==> config.mk <==
export PLATFORM = sky130hd
export DESIGN_NAME = exc_entry_ctrl
export DESIGN_NICKNAME = d
export VERILOG_FILES = /design/src/rtl/exc_entry_pkg.sv /design/src/rtl/exc_class_sel.sv /design/src/rtl/exc_vec_reloc.sv /design/src/rtl/exc_state_regs.sv /design/src/rtl/exc_entry_ctrl.sv
export SDC_FILE = /design/constraint.sdc
export NUM_CORES = 1
export LEC_CHECK = 0
export BUFFER_PORTS_ARGS = -buffer_cell sky130_fd_sc_hd__buf_4
export CAP_MARGIN = 30
export CELL_PAD_IN_SITES_DETAIL_PLACEMENT = 1
export CELL_PAD_IN_SITES_GLOBAL_PLACEMENT = 1
export CORE_ASPECT_RATIO = 0.7
export CORE_MARGIN = 3
export CORE_UTILIZATION = 34
export CTS_CLUSTER_SIZE = 30
export DETAILED_ROUTE_END_ITERATION = 16
export GPL_TIMING_DRIVEN = 1
export PLACE_DENSITY_LB_ADDON = 0.1
export REMOVE_ABC_BUFFERS = 1
export SYNTH_ARGS = -nofsm -noshare
export SYNTH_HDL_FRONTEND = slang
export SYNTH_SLANG_ARGS = --single-unit
==> constraint.sdc <==
create_clock -name clk -period 3 [get_ports clk]
set_input_delay 0 -clock clk [delete_from_list [all_inputs] [get_ports clk]]
set_output_delay 0 -clock clk [all_outputs]
set_load 0.005 [all_outputs]
==> src/rtl/exc_entry_pkg.sv <==
package exc_entry_pkg;
  localparam int ADDR_W = 32;
  typedef logic [ADDR_W-1:0] addr_t;

  typedef enum logic [2:0] {
    CLS_NONE, CLS_KERNEL, CLS_USER, CLS_DOUBLE, CLS_DEBUG
  } exc_cls_e;

  // Move a default handler address from the reset-time base to the live base.
  function automatic addr_t rebase_vec(addr_t dflt, addr_t rst_base, addr_t cur_base, bit en);
    return en ? (dflt - rst_base + cur_base) : dflt;
  endfunction
endpackage

==> src/rtl/exc_class_sel.sv <==
module exc_class_sel
  import exc_entry_pkg::*;
#(
  parameter int ILVL_W      = 4,
  parameter int DEBUG_LEVEL = 6
) (
  input  logic              exc_req,
  input  logic              dbg_req,
  input  logic              excm,
  input  logic              um,
  input  logic [ILVL_W-1:0] ilvl,
  output logic              take_exc,
  output logic              take_dbg,
  output exc_cls_e          cls
);
  localparam logic [ILVL_W-1:0] DBG_LVL = ILVL_W'(DEBUG_LEVEL);

  logic dbg_open;
  assign dbg_open = (ilvl < DBG_LVL);
  assign take_exc = exc_req;
  assign take_dbg = dbg_req && !exc_req && dbg_open;

  always_comb begin
    cls = CLS_NONE;
    if (take_exc) begin
      if (excm)    cls = CLS_DOUBLE;
      else if (um) cls = CLS_USER;
      else         cls = CLS_KERNEL;
    end else if (take_dbg) begin
      cls = CLS_DEBUG;
    end
  end
endmodule

==> src/rtl/exc_vec_reloc.sv <==
module exc_vec_reloc
  import exc_entry_pkg::*;
#(
  parameter bit    RELOC_EN   = 1'b1,
  parameter addr_t RST_VB     = 32'h0000_0000,
  parameter addr_t VEC_KERNEL = 32'h0000_0300,
  parameter addr_t VEC_USER   = 32'h0000_0340,
  parameter addr_t VEC_DOUBLE = 32'h0000_03C0,
  parameter addr_t VEC_DEBUG  = 32'h0000_0280
) (
  input  exc_cls_e cls,
  input  addr_t    vecbase,
  output addr_t    target
);
  addr_t dflt;

  always_comb begin
    case (cls)
      CLS_USER:   dflt = VEC_USER;
      CLS_DOUBLE: dflt = VEC_DOUBLE;
      CLS_DEBUG:  dflt = VEC_DEBUG;
      default:    dflt = VEC_KERNEL;
    endcase
  end

  generate
    if (RELOC_EN) begin : g_reloc
      assign target = rebase_vec(dflt, RST_VB, vecbase, 1'b1);
    end else begin : g_fixed
      addr_t unused_vb;
      assign unused_vb = vecbase;
      assign target = dflt;
    end
  endgenerate
endmodule

==> src/rtl/exc_state_regs.sv <==
module exc_state_regs
  import exc_entry_pkg::*;
#(
  parameter int    ILVL_W      = 4,
  parameter int    CAUSE_W     = 6,
  parameter int    DCAUSE_W    = 6,
  parameter int    DEBUG_LEVEL = 6,
  parameter bit    HAS_DEPC    = 1'b1,
  parameter addr_t RST_VB      = 32'h0000_0000,
  localparam int   PS_W        = ILVL_W + 2
) (
  input  logic                clk,
  input  logic                rst_n,
  input  logic                take_exc,
  input  logic                take_dbg,
  input  addr_t               pc,
  input  logic [CAUSE_W-1:0]  cause,
  input  logic                vaddr_vld,
  input  addr_t               vaddr,
  input  logic [DCAUSE_W-1:0] dcause,
  input  logic                ps_wr,
  input  logic [PS_W-1:0]     ps_wdata,
  input  logic                vb_wr,
  input  addr_t               vb_wdata,
  input  addr_t               target,
  output logic                redirect_vld,
  output addr_t               redirect_pc,
  output logic [PS_W-1:0]     ps,
  output addr_t               vecbase,
  output addr_t               epc1,
  output addr_t               depc,
  output logic [CAUSE_W-1:0]  exccause,
  output addr_t               excvaddr,
  output logic [DCAUSE_W-1:0] dbgcause,
  output addr_t               epc_dbg,
  output logic [PS_W-1:0]     eps_dbg
);
  localparam int EXCM_B = ILVL_W;
  localparam logic [ILVL_W-1:0] DBG_LVL = ILVL_W'(DEBUG_LEVEL);

  logic nested;
  assign nested = ps[EXCM_B];

  always_ff @(posedge clk) begin
    if (!rst_n) begin
      ps <= '0; epc1 <= '0; exccause <= '0; excvaddr <= '0;
      dbgcause <= '0; epc_dbg <= '0; eps_dbg <= '0;
      redirect_vld <= 1'b0; redirect_pc <= '0;
    end else begin
      redirect_vld <= take_exc || take_dbg;
      if (take_exc || take_dbg) redirect_pc <= target;
      if (take_exc) begin
        exccause   <= cause;
        ps[EXCM_B] <= 1'b1;
        if (vaddr_vld) excvaddr <= vaddr;
        if (!nested || !HAS_DEPC) epc1 <= pc;
      end else if (take_dbg) begin
        dbgcause           <= dcause;
        epc_dbg            <= pc;
        eps_dbg            <= ps;
        ps[ILVL_W-1:0]     <= DBG_LVL;
        ps[EXCM_B]         <= 1'b1;
      end else if (ps_wr) begin
        ps <= ps_wdata;
      end
    end
  end

  always_ff @(posedge clk) begin
    if (!rst_n)     vecbase <= RST_VB;
    else if (vb_wr) vecbase <= vb_wdata;
  end

  generate
    if (HAS_DEPC) begin : g_depc
      always_ff @(posedge clk) begin
        if (!rst_n)                 depc <= '0;
        else if (take_exc && nested) depc <= pc;
      end
    end else begin : g_no_depc
      assign depc = '0;
    end
  endgenerate

  // with a dedicated register, a nested entry leaves the first saved PC alone
  a_r3_epc1_kept: assert property (@(posedge clk) disable iff (!rst_n)
    (HAS_DEPC && take_exc && nested) |=> $stable(epc1));
  // no address strobe, no address update
  a_r5_vaddr_hold: assert property (@(posedge clk) disable iff (!rst_n)
    !(take_exc && vaddr_vld) |=> $stable(excvaddr));
endmodule

==> src/rtl/exc_entry_ctrl.sv <==
module exc_entry_ctrl
  import exc_entry_pkg::*;
#(
  parameter int    ILVL_W      = 4,
  parameter int    CAUSE_W     = 6,
  parameter int    DCAUSE_W    = 6,
  parameter int    DEBUG_LEVEL = 6,
  parameter bit    HAS_DEPC    = 1'b1,
  parameter bit    RELOC_EN    = 1'b1,
  parameter addr_t RST_VB      = 32'h0000_0000,
  parameter addr_t VEC_KERNEL  = 32'h0000_0300,
  parameter addr_t VEC_USER    = 32'h0000_0340,
  parameter addr_t VEC_DOUBLE  = 32'h0000_03C0,
  parameter addr_t VEC_DEBUG   = 32'h0000_0280,
  localparam int   PS_W        = ILVL_W + 2
) (
  input  logic                clk,
  input  logic                rst_n,
  input  logic                exc_req_i,
  input  logic [31:0]         exc_pc_i,
  input  logic [CAUSE_W-1:0]  exc_cause_i,
  input  logic                exc_vaddr_vld_i,
  input  logic [31:0]         exc_vaddr_i,
  input  logic                dbg_req_i,
  input  logic [DCAUSE_W-1:0] dbg_cause_i,
  input  logic                ps_wr_i,
  input  logic [PS_W-1:0]     ps_wdata_i,
  input  logic                vecbase_wr_i,
  input  logic [31:0]         vecbase_wdata_i,
  output logic                redirect_vld_o,
  output logic [31:0]         redirect_pc_o,
  output logic [PS_W-1:0]     ps_o,
  output logic [31:0]         vecbase_o,
  output logic [31:0]         epc1_o,
  output logic [31:0]         depc_o,
  output logic [CAUSE_W-1:0]  exccause_o,
  output logic [31:0]         excvaddr_o,
  output logic [DCAUSE_W-1:0] dbgcause_o,
  output logic [31:0]         epc_dbg_o,
  output logic [PS_W-1:0]     eps_dbg_o
);
  localparam int EXCM_B = ILVL_W;
  localparam int UM_B   = ILVL_W + 1;
  localparam logic [ILVL_W-1:0] DBG_LVL = ILVL_W'(DEBUG_LEVEL);

  // Named internal events
  logic     take_exc, take_dbg;
  exc_cls_e cls;
  addr_t    target;

  exc_class_sel #(.ILVL_W(ILVL_W), .DEBUG_LEVEL(DEBUG_LEVEL)) u_sel (
    .exc_req(exc_req_i), .dbg_req(dbg_req_i),
    .excm(ps_o[EXCM_B]), .um(ps_o[UM_B]), .ilvl(ps_o[ILVL_W-1:0]),
    .take_exc(take_exc), .take_dbg(take_dbg), .cls(cls));

  exc_vec_reloc #(.RELOC_EN(RELOC_EN), .RST_VB(RST_VB), .VEC_KERNEL(VEC_KERNEL),
    .VEC_USER(VEC_USER), .VEC_DOUBLE(VEC_DOUBLE), .VEC_DEBUG(VEC_DEBUG)) u_reloc (
    .cls(cls), .vecbase(vecbase_o), .target(target));

  exc_state_regs #(.ILVL_W(ILVL_W), .CAUSE_W(CAUSE_W), .DCAUSE_W(DCAUSE_W),
    .DEBUG_LEVEL(DEBUG_LEVEL), .HAS_DEPC(HAS_DEPC), .RST_VB(RST_VB)) u_regs (
    .clk(clk), .rst_n(rst_n), .take_exc(take_exc), .take_dbg(take_dbg),
    .pc(exc_pc_i), .cause(exc_cause_i), .vaddr_vld(exc_vaddr_vld_i),
    .vaddr(exc_vaddr_i), .dcause(dbg_cause_i), .ps_wr(ps_wr_i),
    .ps_wdata(ps_wdata_i), .vb_wr(vecbase_wr_i), .vb_wdata(vecbase_wdata_i),
    .target(target), .redirect_vld(redirect_vld_o), .redirect_pc(redirect_pc_o),
    .ps(ps_o), .vecbase(vecbase_o), .epc1(epc1_o), .depc(depc_o),
    .exccause(exccause_o), .excvaddr(excvaddr_o), .dbgcause(dbgcause_o),
    .epc_dbg(epc_dbg_o), .eps_dbg(eps_dbg_o));

  // nested general entry lands on the rebased double vector
  a_r3_double_vec: assert property (@(posedge clk) disable iff (!rst_n)
    (exc_req_i && ps_o[EXCM_B]) |=>
      (redirect_vld_o && redirect_pc_o == rebase_vec(VEC_DOUBLE, RST_VB, $past(vecbase_o), RELOC_EN)));
  // general entry sets exception mode and keeps user bit and level
  a_r4_excm_set: assert property (@(posedge clk) disable iff (!rst_n)
    exc_req_i |=> (ps_o[EXCM_B] && ps_o[UM_B] == $past(ps_o[UM_B]) &&
                   ps_o[ILVL_W-1:0] == $past(ps_o[ILVL_W-1:0])));
  // gated debug request leaves no trace
  a_r6_dbg_gate: assert property (@(posedge clk) disable iff (!rst_n)
    (dbg_req_i && !exc_req_i && ps_o[ILVL_W-1:0] >= DBG_LVL) |=>
      (!redirect_vld_o && $stable(dbgcause_o) && $stable(epc_dbg_o)));
  // debug entry raises level to the debug level
  a_r7_dbg_level: assert property (@(posedge clk) disable iff (!rst_n)
    take_dbg |=> (ps_o[ILVL_W-1:0] == DBG_LVL && ps_o[EXCM_B] && eps_dbg_o == $past(ps_o)));
  // no redirect without a request in the previous cycle
  a_r9_no_spurious: assert property (@(posedge clk) disable iff (!rst_n)
    (!exc_req_i && !dbg_req_i) |=> !redirect_vld_o);
  a_r9_one_hot_take: assert property (@(posedge clk) disable iff (!rst_n)
    $onehot0({take_exc, take_dbg}));
endmodule

==> results.json, run 1 <==
{
  "worstHoldStart": "vecbase_wr_i",
  "grt_max_degree": 96,
  "relSlewSlack_pct": 46.0,
  "finClkSkew_ps": 17.1,
  "ios": 338,
  "clockBufferDepth": 3,
  "place_hpwl_mm": 22.0,
  "yosys.area.top_type": "dfxtp_1",
  "syn_to_final_growth_pct": 57.2,
  "dieArea_um2": 26200,
  "synthFlopType": "dfxtp_1",
  "coreArea_um2": 23800,
  "synth_commonest_cells": "nand2_1 (308), dfxtp_1 (217), a21oi_1 (162)",
  "grt_usage_pct": 24.4,
  "grt_pass1_wl_mm": 51.0,
  "ys_seq_area_share_pct": 52.6,
  "finalCritPeriodShare_pct": 90.0,
  "setup_viol": 0,
  "arrival_ps": 3140,
  "rsz0062_at_grt": "no",
  "hold_viol_final": 0,
  "multi_input_area_um2": 3530,
  "finalPower_mw": 6.92,
  "firstDrtPassIters": 5,
  "r2r-end": "u_regs.redirect_pc[22]",
  "seqCellArea_um2": 4340,
  "final_nets": 1551,
  "synth_cell_types": 50,
  "fill_cells": 2804,
  "overflow": 0,
  "postCtsHoldBufs": 127,
  "rows": 47,
  "final_area_um2": 13000,
  "grt_pass1_vias": 8875,
  "cts_buffers": 23,
  "synth_edf_count": 0,
  "ant_nets": 0,
  "min_period_ps": 2700,
  "required_ps": 3440,
  "cellPowerDensity_nw_per_um2": 533,
  "die-width_um": 192,
  "initial_core_util_pct": 34.7,
  "irDropWorstVdd_uv": 346,
  "r2r_start": "u_regs.ps[3]",
  "postSynth.asyncResetShare_pct": 0,
  "antenna_found_initial": 2,
  "crit_type": "register to register",
  "hold-path-cell-count": 3,
  "wire_per_inst_um": 18.9,
  "tightest_slew_ps": 810,
  "tritoncts_num_sinks": 217,
  "leakagePower_nw": 5.61,
  "yosys_warnings": 0,
  "reg2reg_setup_slack_ps": 300,
  "hold_class": "input pin to register",
  "gp_congestion": 0.805,
  "whs_endpoint": "u_regs.vecbase[2]",
  "post-cts-setup-buffers": 0,
  "syn-cell-area_um2": 8260,
  "drv_cap": 0,
  "root_buffer": "clkbuf_16",
  "ys_top_cells_by_area": "dfxtp_1 (53%), nand2_1 (14%), a21oi_1 (9.8%)",
  "ctsResizeCount": 0,
  "drc": 0,
  "via_per_inst": 4.93,
  "die_h_um": 136,
  "cp-end-kind": "register",
  "outcome": "complete, no violations",
  "h-tree-depth": 1,
  "path_max_fanout": 7,
  "vias": 8674,
  "yosysTopAreaCellShare_pct": 52.6,
  "port_buffers": 337,
  "ys_seq_elements": 217,
  "fin_tns_setup_ps": 0,
  "syn_inst": 997,
  "slew_violations": 0,
  "path_clk_slew_ps": 60,
  "final_layout_size_suffix_gt1_share_pct": 28.2,
  "clk_latency_ps": 520,
  "dpl_cell_area_um2": 11000,
  "drtIter0Drc": 375,
  "avgSynthCellArea_um2": 8.28,
  "routed_wl_mm": 33.3,
  "cts_tree": "done",
  "yosysMostFrequentCell": "nand2_1",
  "max_freq_ghz": 0.370,
  "cp-start-kind": "register",
  "rr_worst_depth": 9
}
[routing by layer]
metal / wire length (um) / global-route usage, % / vias to the layer above
met5: 0 / 0 / -
met4: 726 / 5.90 / 0
met3: 2610 / 7.19 / 51
met2: 15400 / 40.1 / 262
met1: 14600 / 31.7 / 4164
li1: - / - / 4197
[power breakdown]
part,switching [mW],total (mW),leakage (nW),internal (mW)
clock,1.17,2.73,0.357,1.56
sequential,0.121,3.16,1.78,3.04
combinational,0.490,1.03,3.48,0.540
[cell families (layout without fill, tap and decap cells)]
kind of cell / Yosys count / count (layout) / share of synthesized area (%)
other: 0 / 2 / 0
and+or+nand+nor: 416 / 416 / 21.0
buffers and inverters: 87 / 531 / 4.71
adders and majority gates: 4 / 4 / 0.697
xor gates and xnor gates: 7 / 7 / 0.743
DFF: 217 / 217 / 52.6
AOI/OAI and AO/OA: 226 / 226 / 15.3
muxes: 40 / 40 / 4.85
[worst max-delay path by stage]
stage,slack (ps),from,cells past startpoint,endpoint
2_1_floorplan,-560,u_regs.ps[3],8,u_regs.redirect_pc[28]
3_3_place_gp,400,u_regs.ps[3],9,u_regs.redirect_pc[18]
3_5_place_dp,300,u_regs.ps[3],9,u_regs.redirect_pc[22]
4_1_cts,270,u_regs.ps[3],8,u_regs.redirect_pc[28]
5_1_grt,10,u_regs.ps[3],8,u_regs.redirect_pc[28]
6_report,300,u_regs.ps[3],9,u_regs.redirect_pc[22]
[area by class of cell]
cell class	count	area share (%)
flip-flops and latches	217	33.5
multi-input cells	693	27.2
well taps	318	3.07
clock buffers	34	5.22
clock inverters	6	0.260
diodes	2	0.0386
inverters	8	0.270
repair buffers	483	30.5
[worst max-delay path: stages, from the launching register on]
cell and delay, ps:
dfxtp_1 320, and2b_1 320, and3b_2 260, nor2_1 80, fa_1 400, nand2b_1 290, buf_4 230, a21o_1 190
or3_1 340, a31oi_1 190
[placed cells by master, fill, tap and decap left out, types with 4 or more instances in the layout]
master,n
nand2_1,308
a31oi_1,5
mux2i_1,40
a21oi_1,161
o21ai_0,23
and4_1,5
a211oi_1,17
clkbuf_16,23
and3_1,5
nand2b_1,4
clkbuf_1,5
inv_1,6
nand4_1,4
xnor2_1,7
clkbuf_8,6
nor3_1,8
nand3_1,11
buf_4,355
nor2_1,49
clkinv_2,5
dlygate4sd3_1,127
dfxtp_1,217
and2_1,5
a311oi_1,4
[metrics by stage]
step	hold WS, ps	worst slack [ps]	utilization, %	instances
5_1_grt	80.7	14.0	54.6	1761
6_report	71.2	300	54.6	1761
4_1_cts	68.0	273	54.6	1759
2_1_floorplan	136	-563	-	918
3_3_place_gp	230	398	46.3	1592
3_5_place_dp	244	295	46.3	1592
[sequential cells by signal (all words and copies together), names as in the netlist]
register             cells
u_regs.epc_dbg          32
u_regs.vecbase          32
u_regs.eps_dbg           6
u_regs.excvaddr         32
u_regs.redirect_vld      1
u_regs.dbgcause          6
u_regs.redirect_pc      32
u_regs.exccause          6
u_regs.ps                6
u_regs.epc1             32
u_regs.depc             32
Power figures use the tool's default switching activity.
==> inputs of run 2 (changes only) <==
Settings changed: PLACE_DENSITY_LB_ADDON 0.1 to 0.25.
==> run 2 against run 1 <==
  * Clock power is 2% higher
  * Die area stayed put
  * Setup slack better by 7.6 ps
  * Via count is 1.4% higher
  * Final cell count is 0.28% lower
  * Non-clock buffer count is 2 lower
  * Total power is 1.0% higher
  * Largest cell class unchanged
  * Largest power group unchanged
==> results.json, run 2 (synthesis gave the netlist of run 1 again) <==
{
  "max_freq_ghz": 0.371,
  "root_buffer": "clkbuf_16",
  "leakagePower_nw": 5.61,
  "required_ps": 3390,
  "relSlewSlack_pct": 39.3,
  "cts_buffers": 23,
  "r2r-end": "u_regs.redirect_pc[28]",
  "comb_power_share_pct": 14.9,
  "grt_usage_pct": 24.8,
  "finalCritPeriodShare_pct": 89.8,
  "ant_nets": 0,
  "grt_pass1_wl_mm": 51.9,
  "final_nets": 1549,
  "coreArea_um2": 23800,
  "vias": 8797,
  "cp-start-kind": "register",
  "h-tree-depth": 1,
  "slew_violations": 0,
  "cp-end-kind": "register",
  "irDropWorstVdd_uv": 354,
  "path_max_fanout": 11,
  "cellPowerDensity_nw_per_um2": 538,
  "rows": 47,
  "routed_wl_mm": 34.0,
  "rsz0062_at_grt": "no",
  "hold_ws_ps": 70.2,
  "r2r_start": "u_regs.ps[4]",
  "via_per_inst": 5.01,
  "place_hpwl_mm": 21.6,
  "fill_cells": 2771,
  "reg2reg_setup_slack_ps": 310,
  "setup_viol": 0,
  "tritoncts_num_sinks": 217,
  "whs_endpoint": "u_regs.ps[1]",
  "path_clk_slew_ps": 70,
  "hold_viol_final": 0,
  "crit_type": "register to register",
  "drc": 0,
  "tightest_slew_ps": 911,
  "clockBufferDepth": 3,
  "clk_latency_ps": 500,
  "finClkSkew_ps": 11.2,
  "final_layout_size_suffix_gt1_share_pct": 28.2,
  "cts_tree": "done",
  "antenna_found_initial": 1,
  "rr_worst_depth": 8,
  "die-width_um": 192,
  "grt_pass1_vias": 9312,
  "overflow": 0,
  "worstHoldStart": "ps_wr_i",
  "internal_power_mw": 5.21,
  "drv_cap": 0,
  "post-cts-setup-buffers": 0,
  "grt_max_degree": 78,
  "utilization_pct": 54.7,
  "dp.cells": 1590,
  "arrival_ps": 3080,
  "switching_share_pct": 25.5,
  "hold_class": "input pin to register",
  "p_sw_mw": 1.78,
  "p_seq_share_pct": 45.2,
  "ios": 338,
  "die_h_um": 136,
  "final_cell_mix": "buf_4 (352), nand2_1 (308), dfxtp_1 (217), a21oi_1 (161), dlygate4sd3_1 (127)",
  "gp_congestion": 0.751,
  "p_clk_share_pct": 39.9,
  "min_period_ps": 2690,
  "drtIter0Drc": 414,
  "initial_core_util_pct": 34.7,
  "layout_commonest_cell": "buf_4",
  "wire_per_inst_um": 19.4,
  "final_cells": 1756,
  "syn_to_final_growth_pct": 57.4,
  "outcome": "complete, no violations",
  "port_buffers": 337,
  "hold-path-cell-count": 4,
  "firstDrtPassIters": 5,
  "dieArea_um2": 26200
}
run 2: timing repair:
action | 4_1_cts | 5_1_grt
hold buffers | 127 | 0
resized for setup | 0 | 2
endpoints found under the setup margin | 0 | 1
hold endpoints to repair | 198 | 0
run 2: area by class of cell:
type	count	area, um^2	area share (%)
clock inverter	9	103	0.789
antenna	1	2.50	0.0193
inverter	8	35.0	0.270
tap	318	398	3.06
timing repair buffer	481	3960	30.5
multi-input combinational	693	3540	27.2
sequential	217	4340	33.4
clock buffer	29	618	4.76
run 2: worst max path at each step:
stage | startpoint | to | slack, ps | cells past startpoint
6_report | u_regs.ps[4] | u_regs.redirect_pc[28] | 310 | 8
5_1_grt | u_regs.ps[4] | u_regs.redirect_pc[28] | 70 | 8
4_1_cts | u_regs.ps[4] | u_regs.redirect_pc[28] | 80 | 8
3_5_place_dp | u_regs.ps[4] | u_regs.redirect_pc[28] | 90 | 8
3_3_place_gp | u_regs.ps[4] | u_regs.redirect_pc[28] | 380 | 8
2_1_floorplan | u_regs.ps[3] | u_regs.redirect_pc[28] | -560 | 8
run 2: stage by stage:
stage,setup TNS (ps),setup slack [ps],cell area [um^2],power (mW)
after floorplan,-8590,-563,7900,3.52
after global placement,0,382,11000,4.07
after detailed placement,0,92.6,11000,4.10
after CTS,0,78.7,13000,7.05
after global routing,0,66.5,13000,7.29
final,0,307,13000,6.99
run 2: power by group through the flow:
stage	Sequential (mW)	Clock, mW	Combinational, mW
2_1_floorplan	3.21	0	0.315
3_3_place_gp	3.21	0	0.862
4_1_cts	3.16	2.87	1.03
6_report	3.16	2.79	1.04
5_1_grt	3.18	2.97	1.14
3_5_place_dp	3.22	0	0.885
run 2: layer usage:
metal,up-vias,track usage [%],wire length (um)
met5,-,0,0
met3,76,6.26,2530
li1,4182,-,-
met2,311,42.4,16000
met4,0,9.34,1310
met1,4228,30.2,14100
run 2: critical path, stage by stage (launching register included):
cell and delay [ps]:
dfxtp_1 450, o21a_1 160, ha_1 200, inv_1 70
fa_1 390, nand2b_1 450, a2111oi_2 540, and4_1 250
nor3_1 50
